File: src/rtl/mmd_pkg.sv
`timescale 1ns/1ps
package mmd_pkg;

    localparam int RATIO_W = 5;
    localparam int OFS_W   = 4;
    localparam int MOD_W   = 6;
    localparam int CYC_W   = MOD_W - 2;
    localparam int SEL_W   = 2;

    typedef logic [MOD_W-1:0] modulus_t;

    // One output period expressed in prescaler cycles.
    typedef struct packed {
        logic [CYC_W-1:0] cycles;     // P = ceil(N/4)
        logic [SEL_W-1:0] short_cnt;  // S = 4P - N, cycles in divide-by-3
    } split_t;

    typedef struct packed {
        modulus_t modulus;
        logic     clipped;
    } mod_req_t;

    function automatic split_t split_modulus(input modulus_t n);
        split_t   r;
        modulus_t up;
        modulus_t neg;
        up          = n + modulus_t'(3);
        neg         = modulus_t'(0) - n;
        r.cycles    = up[MOD_W-1:2];
        r.short_cnt = neg[SEL_W-1:0];
        return r;
    endfunction

    function automatic mod_req_t clamp_request(
        input logic        [RATIO_W-1:0] ratio,
        input logic signed [OFS_W-1:0]   ofs,
        input int                        lo,
        input int                        hi
    );
        mod_req_t r;
        int       req;
        req = int'(ratio) + int'(ofs);
        if (req < lo) begin
            r.modulus = modulus_t'(lo);
            r.clipped = 1'b1;
        end else if (req > hi) begin
            r.modulus = modulus_t'(hi);
            r.clipped = 1'b1;
        end else begin
            r.modulus = modulus_t'(req);
            r.clipped = 1'b0;
        end
        return r;
    endfunction

endpackage

File: src/rtl/mmd_prescaler34.sv
`timescale 1ns/1ps
module mmd_prescaler34 (
    input  logic clk,
    input  logic rst,
    input  logic div3_i,
    output logic tick_o
);
    logic [1:0] phase_q;

    // Last phase of a prescaler cycle: 2 in divide-by-3, 3 in divide-by-4.
    assign tick_o = (phase_q == (div3_i ? 2'd2 : 2'd3));

    always_ff @(posedge clk) begin
        if (rst) begin
            phase_q <= 2'd0;
        end else if (tick_o) begin
            phase_q <= 2'd0;
        end else begin
            phase_q <= phase_q + 2'd1;
        end
    end
endmodule

File: src/rtl/mmd_mod_ctrl.sv
`timescale 1ns/1ps
module mmd_mod_ctrl
    import mmd_pkg::*;
#(
    parameter int MOD_MIN = 16,
    parameter int MOD_MAX = 35
) (
    input  logic                      clk,
    input  logic                      rst,
    input  logic        [RATIO_W-1:0] ratio_i,
    input  logic signed [OFS_W-1:0]   ofs_i,
    input  logic                      pre_tick_i,
    output logic                      mode_o,
    output logic                      period_end_o,
    output logic                      clip_o
);
    mod_req_t         req;
    split_t           nxt;
    split_t           act_q;
    logic [CYC_W-1:0] idx_q;
    logic             clip_q;
    logic             last_cyc;

    always_comb begin
        req = clamp_request(ratio_i, ofs_i, MOD_MIN, MOD_MAX);
        nxt = split_modulus(req.modulus);
    end

    assign last_cyc     = (idx_q == act_q.cycles - CYC_W'(1));
    assign period_end_o = pre_tick_i && last_cyc;
    assign mode_o       = (idx_q < CYC_W'(act_q.short_cnt));
    assign clip_o       = clip_q;

    always_ff @(posedge clk) begin
        if (rst) begin
            act_q  <= nxt;
            clip_q <= req.clipped;
            idx_q  <= '0;
        end else if (pre_tick_i) begin
            if (last_cyc) begin
                act_q  <= nxt;
                clip_q <= req.clipped;
                idx_q  <= '0;
            end else begin
                idx_q  <= idx_q + CYC_W'(1);
            end
        end
    end
endmodule

File: src/rtl/mmd_divider.sv
`timescale 1ns/1ps
module mmd_divider
    import mmd_pkg::*;
#(
    parameter int RATIO_MIN = 20,
    parameter int RATIO_MAX = 31,
    parameter int SD_MARGIN = 4
) (
    input  logic                      clk,
    input  logic                      rst,
    input  logic        [RATIO_W-1:0] ratio_int,
    input  logic signed [OFS_W-1:0]   sd_ofs,
    output logic                      div_pulse,
    output logic                      psc_mode,
    output logic                      sat_flag
);
    localparam int MOD_MIN = RATIO_MIN - SD_MARGIN;
    localparam int MOD_MAX = RATIO_MAX + SD_MARGIN;

    logic ps_tick;
    logic period_end;
    logic pulse_q;

    mmd_prescaler34 i_psc (
        .clk    (clk),
        .rst    (rst),
        .div3_i (psc_mode),
        .tick_o (ps_tick)
    );

    mmd_mod_ctrl #(
        .MOD_MIN (MOD_MIN),
        .MOD_MAX (MOD_MAX)
    ) i_ctrl (
        .clk          (clk),
        .rst          (rst),
        .ratio_i      (ratio_int),
        .ofs_i        (sd_ofs),
        .pre_tick_i   (ps_tick),
        .mode_o       (psc_mode),
        .period_end_o (period_end),
        .clip_o       (sat_flag)
    );

    always_ff @(posedge clk) begin
        if (rst) begin
            pulse_q <= 1'b0;
        end else begin
            pulse_q <= period_end;
        end
    end

    assign div_pulse = pulse_q;
endmodule

File: config.mk
export PLATFORM = sky130hd
export DESIGN_NAME = mmd_divider
export DESIGN_NICKNAME = d
export VERILOG_FILES = /design/src/rtl/mmd_pkg.sv /design/src/rtl/mmd_prescaler34.sv /design/src/rtl/mmd_mod_ctrl.sv /design/src/rtl/mmd_divider.sv
export SDC_FILE = /design/constraint.sdc
export NUM_CORES = 1
export LEC_CHECK = 0
export BUFFER_PORTS_ARGS = -buffer_cell sky130_fd_sc_hd__buf_2
export CAP_MARGIN = 20
export CORE_ASPECT_RATIO = 0.75
export CORE_MARGIN = 4
export CORE_UTILIZATION = 54
export DETAILED_ROUTE_END_ITERATION = 16
export GPL_ROUTABILITY_DRIVEN = 0
export PLACE_DENSITY = 0.76
export SYNTH_ARGS = -nofsm -noshare
export SYNTH_HDL_FRONTEND = slang
export SYNTH_HIERARCHICAL = 1
export SYNTH_SLANG_ARGS = --single-unit
File: constraint.sdc
create_clock -name clk -period 4.87 [get_ports clk]
set_input_delay 0.7305 -clock clk [delete_from_list [all_inputs] [get_ports clk]]
set_output_delay 0.7305 -clock clk [all_outputs]
set_load 0.01 [all_outputs]
# == After elaboration in Yosys (flattened, before gate mapping) ==
# Cells that the tools add are included.
# totals
register_bits,14
input_bits,11
output_inout_bits,3
elab_cells,32
# classes
addsub,6
order_cmp,3
eq_ne,2
muxes,10
n_reduce_logical,5
# ops
op,count
"32-bit by 7-bit > comparator with 1-bit output, second input constant",1
"32-bit by 6-bit < comparator with 1-bit output, second input constant",1
6-bit two-way mux,3
7-bit two-way mux,2
6-bit by 4-bit adder with 7-bit output,1
"6-bit by 2-bit adder with 6-bit output, second input constant",1
"4-bit by 1-bit adder with 4-bit output, second input constant",1
4-bit equality test,1
4-bit by 2-bit < comparator with 1-bit output,1
1-bit two-way mux,4
4-bit two-way mux,1
2-bit nonzero test,2
"4-bit by 1-bit subtractor with 4-bit output, second input constant",1
"2-bit by 1-bit adder with 2-bit output, second input constant",1
2-bit equality test,1
2-bit AND reduction,1
2-bit OR reduction,1
"1-bit by 2-bit subtractor with 2-bit output, first input constant",1
1-bit logical AND,1

# == Depth between registers and ports, before layout ==
# depth
depth_word,8
depth_mapped,10
mapped_depth_nobuf,10

# == By module ==
# Netlist, hierarchy kept.
# modules_own_cells
mod,n_inst,cells_each,area_per_inst_um2,seq_area_each_um2
mmd_mod_ctrl,1,85,899.6,290.3
mmd_prescaler34,1,8,83.8,40.0
mmd_divider,1,2,33.8,20.0

# == Worst setup path before layout ==
# OpenSTA, ideal clock, no wires.
# synth_timing
path_kind,reg-to-reg
startpoint,register i_ctrl.idx_q[1]
endpoint,register i_ctrl/act_q[0] (netlist name) (enable)
setup_ps,313
arrival_ps,2912
t_required_ps,4557
slack_ps,1645
stages_incl_launch_ff,9
n_path_buf,1
period_less_slack_ps,3225
path_cell_list,dfxtp_1 > ha_1 > a2111oi_0 > xor2_1 > and2_1 > o211ai_1 > a2111oi_1 > or2_1 > buf_2
# synth_via
elab_chain_len,5
word_cells_on_any_way,7
classes_between,order compare: 1; eq/ne: 2; mux: 1; reduce/logical: 3
# synth_rtl
item,line,text
start: declaration,mmd_mod_ctrl.sv:20,logic [CYC_W-1:0] idx_q;
start signal: assignment,mmd_mod_ctrl.sv:45,idx_q <= idx_q + CYC_W'(1);
4-bit by 2-bit < comparator with 1-bit output,mmd_mod_ctrl.sv:31,assign mode_o = (idx_q < CYC_W'(act_q.short_cnt));
named net psc_mode,mmd_divider.sv:14,"output logic psc_mode,"
1-bit two-way mux,mmd_prescaler34.sv:11,assign tick_o = (phase_q == (div3_i ? 2'd2 : 2'd3));
2-bit equality test,mmd_prescaler34.sv:11,
named net ps_tick,mmd_divider.sv:20,logic ps_tick;
2-bit nonzero test (no line),-,
2-bit AND reduction (no line),-,
end signal: assignment,mmd_mod_ctrl.sv:36,act_q <= nxt;
end signal: assignment,mmd_mod_ctrl.sv:41,act_q <= nxt;
end: declaration,mmd_mod_ctrl.sv:19,split_t act_q;
# The timed path passes the listed nets, and every way through them passes these cells.
# A chain may end at the register's enable or synchronous reset.

# == Final worst setup path ==
# layout_timing
startpoint,register i_ctrl.idx_q[1]
endpoint,register i_ctrl/act_q[1] (netlist name) (enable)
# layout_via
elab_chain_len,5
word_cells_on_any_way,7
classes_between,order compare: 1; eq/ne: 2; mux: 1; reduce/logical: 3
# layout_rtl
item,line
4-bit by 2-bit < comparator with 1-bit output,mmd_mod_ctrl.sv:31
1-bit two-way mux,mmd_prescaler34.sv:11
2-bit equality test,mmd_prescaler34.sv:11
named net ps_tick,mmd_divider.sv:20
2-bit nonzero test (no line),-
2-bit AND reduction (no line),-
# The timed path passes the listed nets, and every way through them passes these cells.

==> impl_metrics.py <==
metrics = {
    "grt": {
        "grt_pass1_wl_um": 3410,
        "grt_use_met3_pct": 4.25,
        "grt_usage_pct": 17.1,
        "grt_pass1_vias": 752,
        "grt_overflow_total": 0,
        "grtUsageMet1_pct": 23.6,
        "antenna_found_initial": 0,
        "busiest_layer": "met2",
        "grt_max_degree": 12,
        "met2_usage_pct": 28.4,
    },
    "floorplan": {
        "fp-row-count": 13,
        "pin_count": 14,
        "coreArea_mm2": 0.00176,
        "die_y_um": 45.6,
        "die_area_mm2": 0.00265,
        "start_util_pct": 57.9,
        "die_w_um": 58.1,
    },
    "setup_path": {
        "crit_path_start_kind": "register",
        "crit_family": "compound AO/OA/AOI/OAI gates",
        "cp_max_fo": 11,
        "slowest_delay_ns": 0.56,
        "cp-end-kind": "register",
        "crit_chain": "ha_1 > a2111oi_0 > dlymetal6s2s_1 > xor2_1 > and2_1 > o211ai_1 > a2111oi_1 > or2_1",
        "path_class": "reg -> reg",
        "critPathSlowestCell": "a2111oi_0",
        "critPathBufInv": 1,
        "crit_required_ns": 4.79,
        "cp.arrival_ns": 3.19,
    },
    "detailed_routing": {
        "drc": 0,
        "wire_per_inst_um": 15.1,
        "firstDrtPassIters": 4,
        "vias": 775,
        "via_per_inst": 5.78,
        "wirelength_um": 2030,
        "ant_nets": 0,
        "drt_iter0_drc": 26,
    },
    "placement": {
        "dp.cells": 129,
        "dpl.hpwl_um": 1630,
        "pre_cts_ws_ns": 1.42,
        "port_buffers": 13,
        "placed_area_mm2": 0.00110,
    },
    "sta": {
        "finalClockSkew_ns": 0.00897,
        "tns_ns": 0,
        "timing.max_slew.rel_slack_pct": 59.0,
        "fmax_mhz": 306,
        "fin_ws_ns": 1.60,
        "slew_viol_final": 0,
        "worstMarginPinSlew_ns": 0.600,
        "period_minus_slack_ns": 3.27,
        "finalSetupViolCount": 0,
        "period_share_pct": 67.1,
        "fin_hold_ws_ns": 0.507,
        "rsz0062_at_grt": "false",
        "hold_violations": 0,
    },
    "yosys": {
        "synth_compound_area_share_pct": 19.3,
        "postSynthAreaPerCell_um2": 10.7,
        "yosys_warnings": 6,
        "syn-cell-area_mm2": 0.00102,
        "muxShareOfSynthArea_pct": 3.44,
        "synth-seq-cells": 14,
        "synth.top_cell.area_share_pct": 20.7,
        "synthTopCellsByArea": "edfxtp_1 (21%), dfxtp_1 (14%), ha_1 (12%)",
        "synth_nets": 117,
        "synth_area_leader_cell": "edfxtp_1",
        "ys_seq_area_share_pct": 34.4,
        "synth_flop_cell": "edfxtp_1",
        "synthDistinctLibCells": 41,
        "async_flop_share_pct": 0,
        "synth_edf_count": 7,
        "synth_xor_area_share_pct": 12.1,
        "synthAdderAreaFrac_pct": 14.3,
        "syn_inst": 95,
        "yosys.area_share.simple_pct": 14.5,
        "synth_top_family_by_area": "compound AO/OA/AOI/OAI gates",
    },
    "layout": {
        "layout_commonest_cell": "buf_2",
        "stdcell_count": 134,
        "final_area_mm2": 0.00114,
        "n_antenna_cell": 0,
        "nets": 135,
        "syn_to_final_growth_pct": 12.4,
        "final_layout_size_suffix_gt1_share_pct": 21.4,
        "n_fill_cell": 150,
        "layout_common_cells": "buf_2 (13), nor2_1 (10), ha_1 (10)",
    },
    "cts": {
        "clk_pin_slew_ns": 0.07,
        "cts_made_buffers": 3,
        "clock_path_buffers": 2,
        "cts_hold_repair.buffers": 0,
        "clk_latency_ns": 0.28,
        "cts_resized": 0,
        "cts.sinks": 14,
        "cts_tree": "done",
        "htree_levels": 1,
        "postCtsSetupRepairBufs": 0,
        "ctsRootBufferMaster": "clkbuf_4",
    },
    "pwr": {
        "vdd_drop_max_mv": 0.196,
        "p_leak_nw": 0.465,
        "power_density_mw_per_mm2": 291,
    },
    "min_path": {
        "hold_class": "reg -> reg",
    },
    "run_status": {
        "run_status": "finished, final reports clean",
    },
    "job": {
        "maxCapViolCount": 0,
    },
}
## power by group
group	switching (mW)	internal [mW]
Sequential	0.00826	0.140
Clock	0.0341	0.0317
Combinational	0.0651	0.0544
Total	0.108	0.226
## final timing paths
kind	from	to	slack [ns]	depth (start not counted)
setup reg to reg	i_ctrl/idx_q[1]	i_ctrl/act_q[1]	1.60	8
hold reg to reg	i_psc/phase_q[0]	i_psc/phase_q[0]	0.51	1
setup / recovery	i_ctrl/idx_q[1]	i_ctrl/act_q[1]	1.60	8
hold / removal	i_psc/phase_q[0]	i_psc/phase_q[0]	0.51	1
## layer usage
| layer | vias to the layer above | share of wire [%] |
|---|---|---|
| met1 | 377 | 51 |
| met4 | 0 | 0 |
| li1 | 386 | - |
| met5 | - | 0 |
| met3 | 0 | 3.1 |
| met2 | 12 | 46 |
## state kept, by name, summed over array words and instances, names as in the netlist
| register | flops |
|---|---|
| div_pulse | 1 |
| i_ctrl/act_q | 6 |
| i_ctrl/clip_o | 1 |
| i_ctrl/idx_q | 4 |
| i_psc/phase_q | 2 |
## cells by family (layout without fill, tap and decap cells)
family,Yosys count,count (layout)
simple gates,25,25
compound gates,23,23
xor+xnor,14,14
flops,14,14
fa+ha+maj,11,11
buf+inv,5,22
mux,3,3
## layout make-up
class	count	area, um2	area share [%]
sequential	14	350	30.6
multi-input combinational	76	647	56.6
timing repair buffer	14	77.6	6.78
inverter	4	15.0	1.31
clock buffer	4	26.3	2.30
tap	22	27.5	2.41
## through the flow
stage,power (mW),utilization [%]
2_1_floorplan,0.235,-
3_3_place_gp,0.259,62.9
3_5_place_dp,0.265,62.9
4_1_cts,0.331,64.4
5_1_grt,0.354,65.1
6_report,0.333,65.1
## cell usage after synthesis (all sizes together) (2+ instances only)
cell type,number
a2111oi,3
a211oi,2
a21o,2
a21oi,5
a31oi,2
dfxtp,7
edfxtp,7
ha,10
inv,4
mux2i,2
nand2b,2
nor2,11
o211ai,2
o21ai,3
xnor2,9
xor2,5
Note: power is estimated with default switching activity, not from simulation.
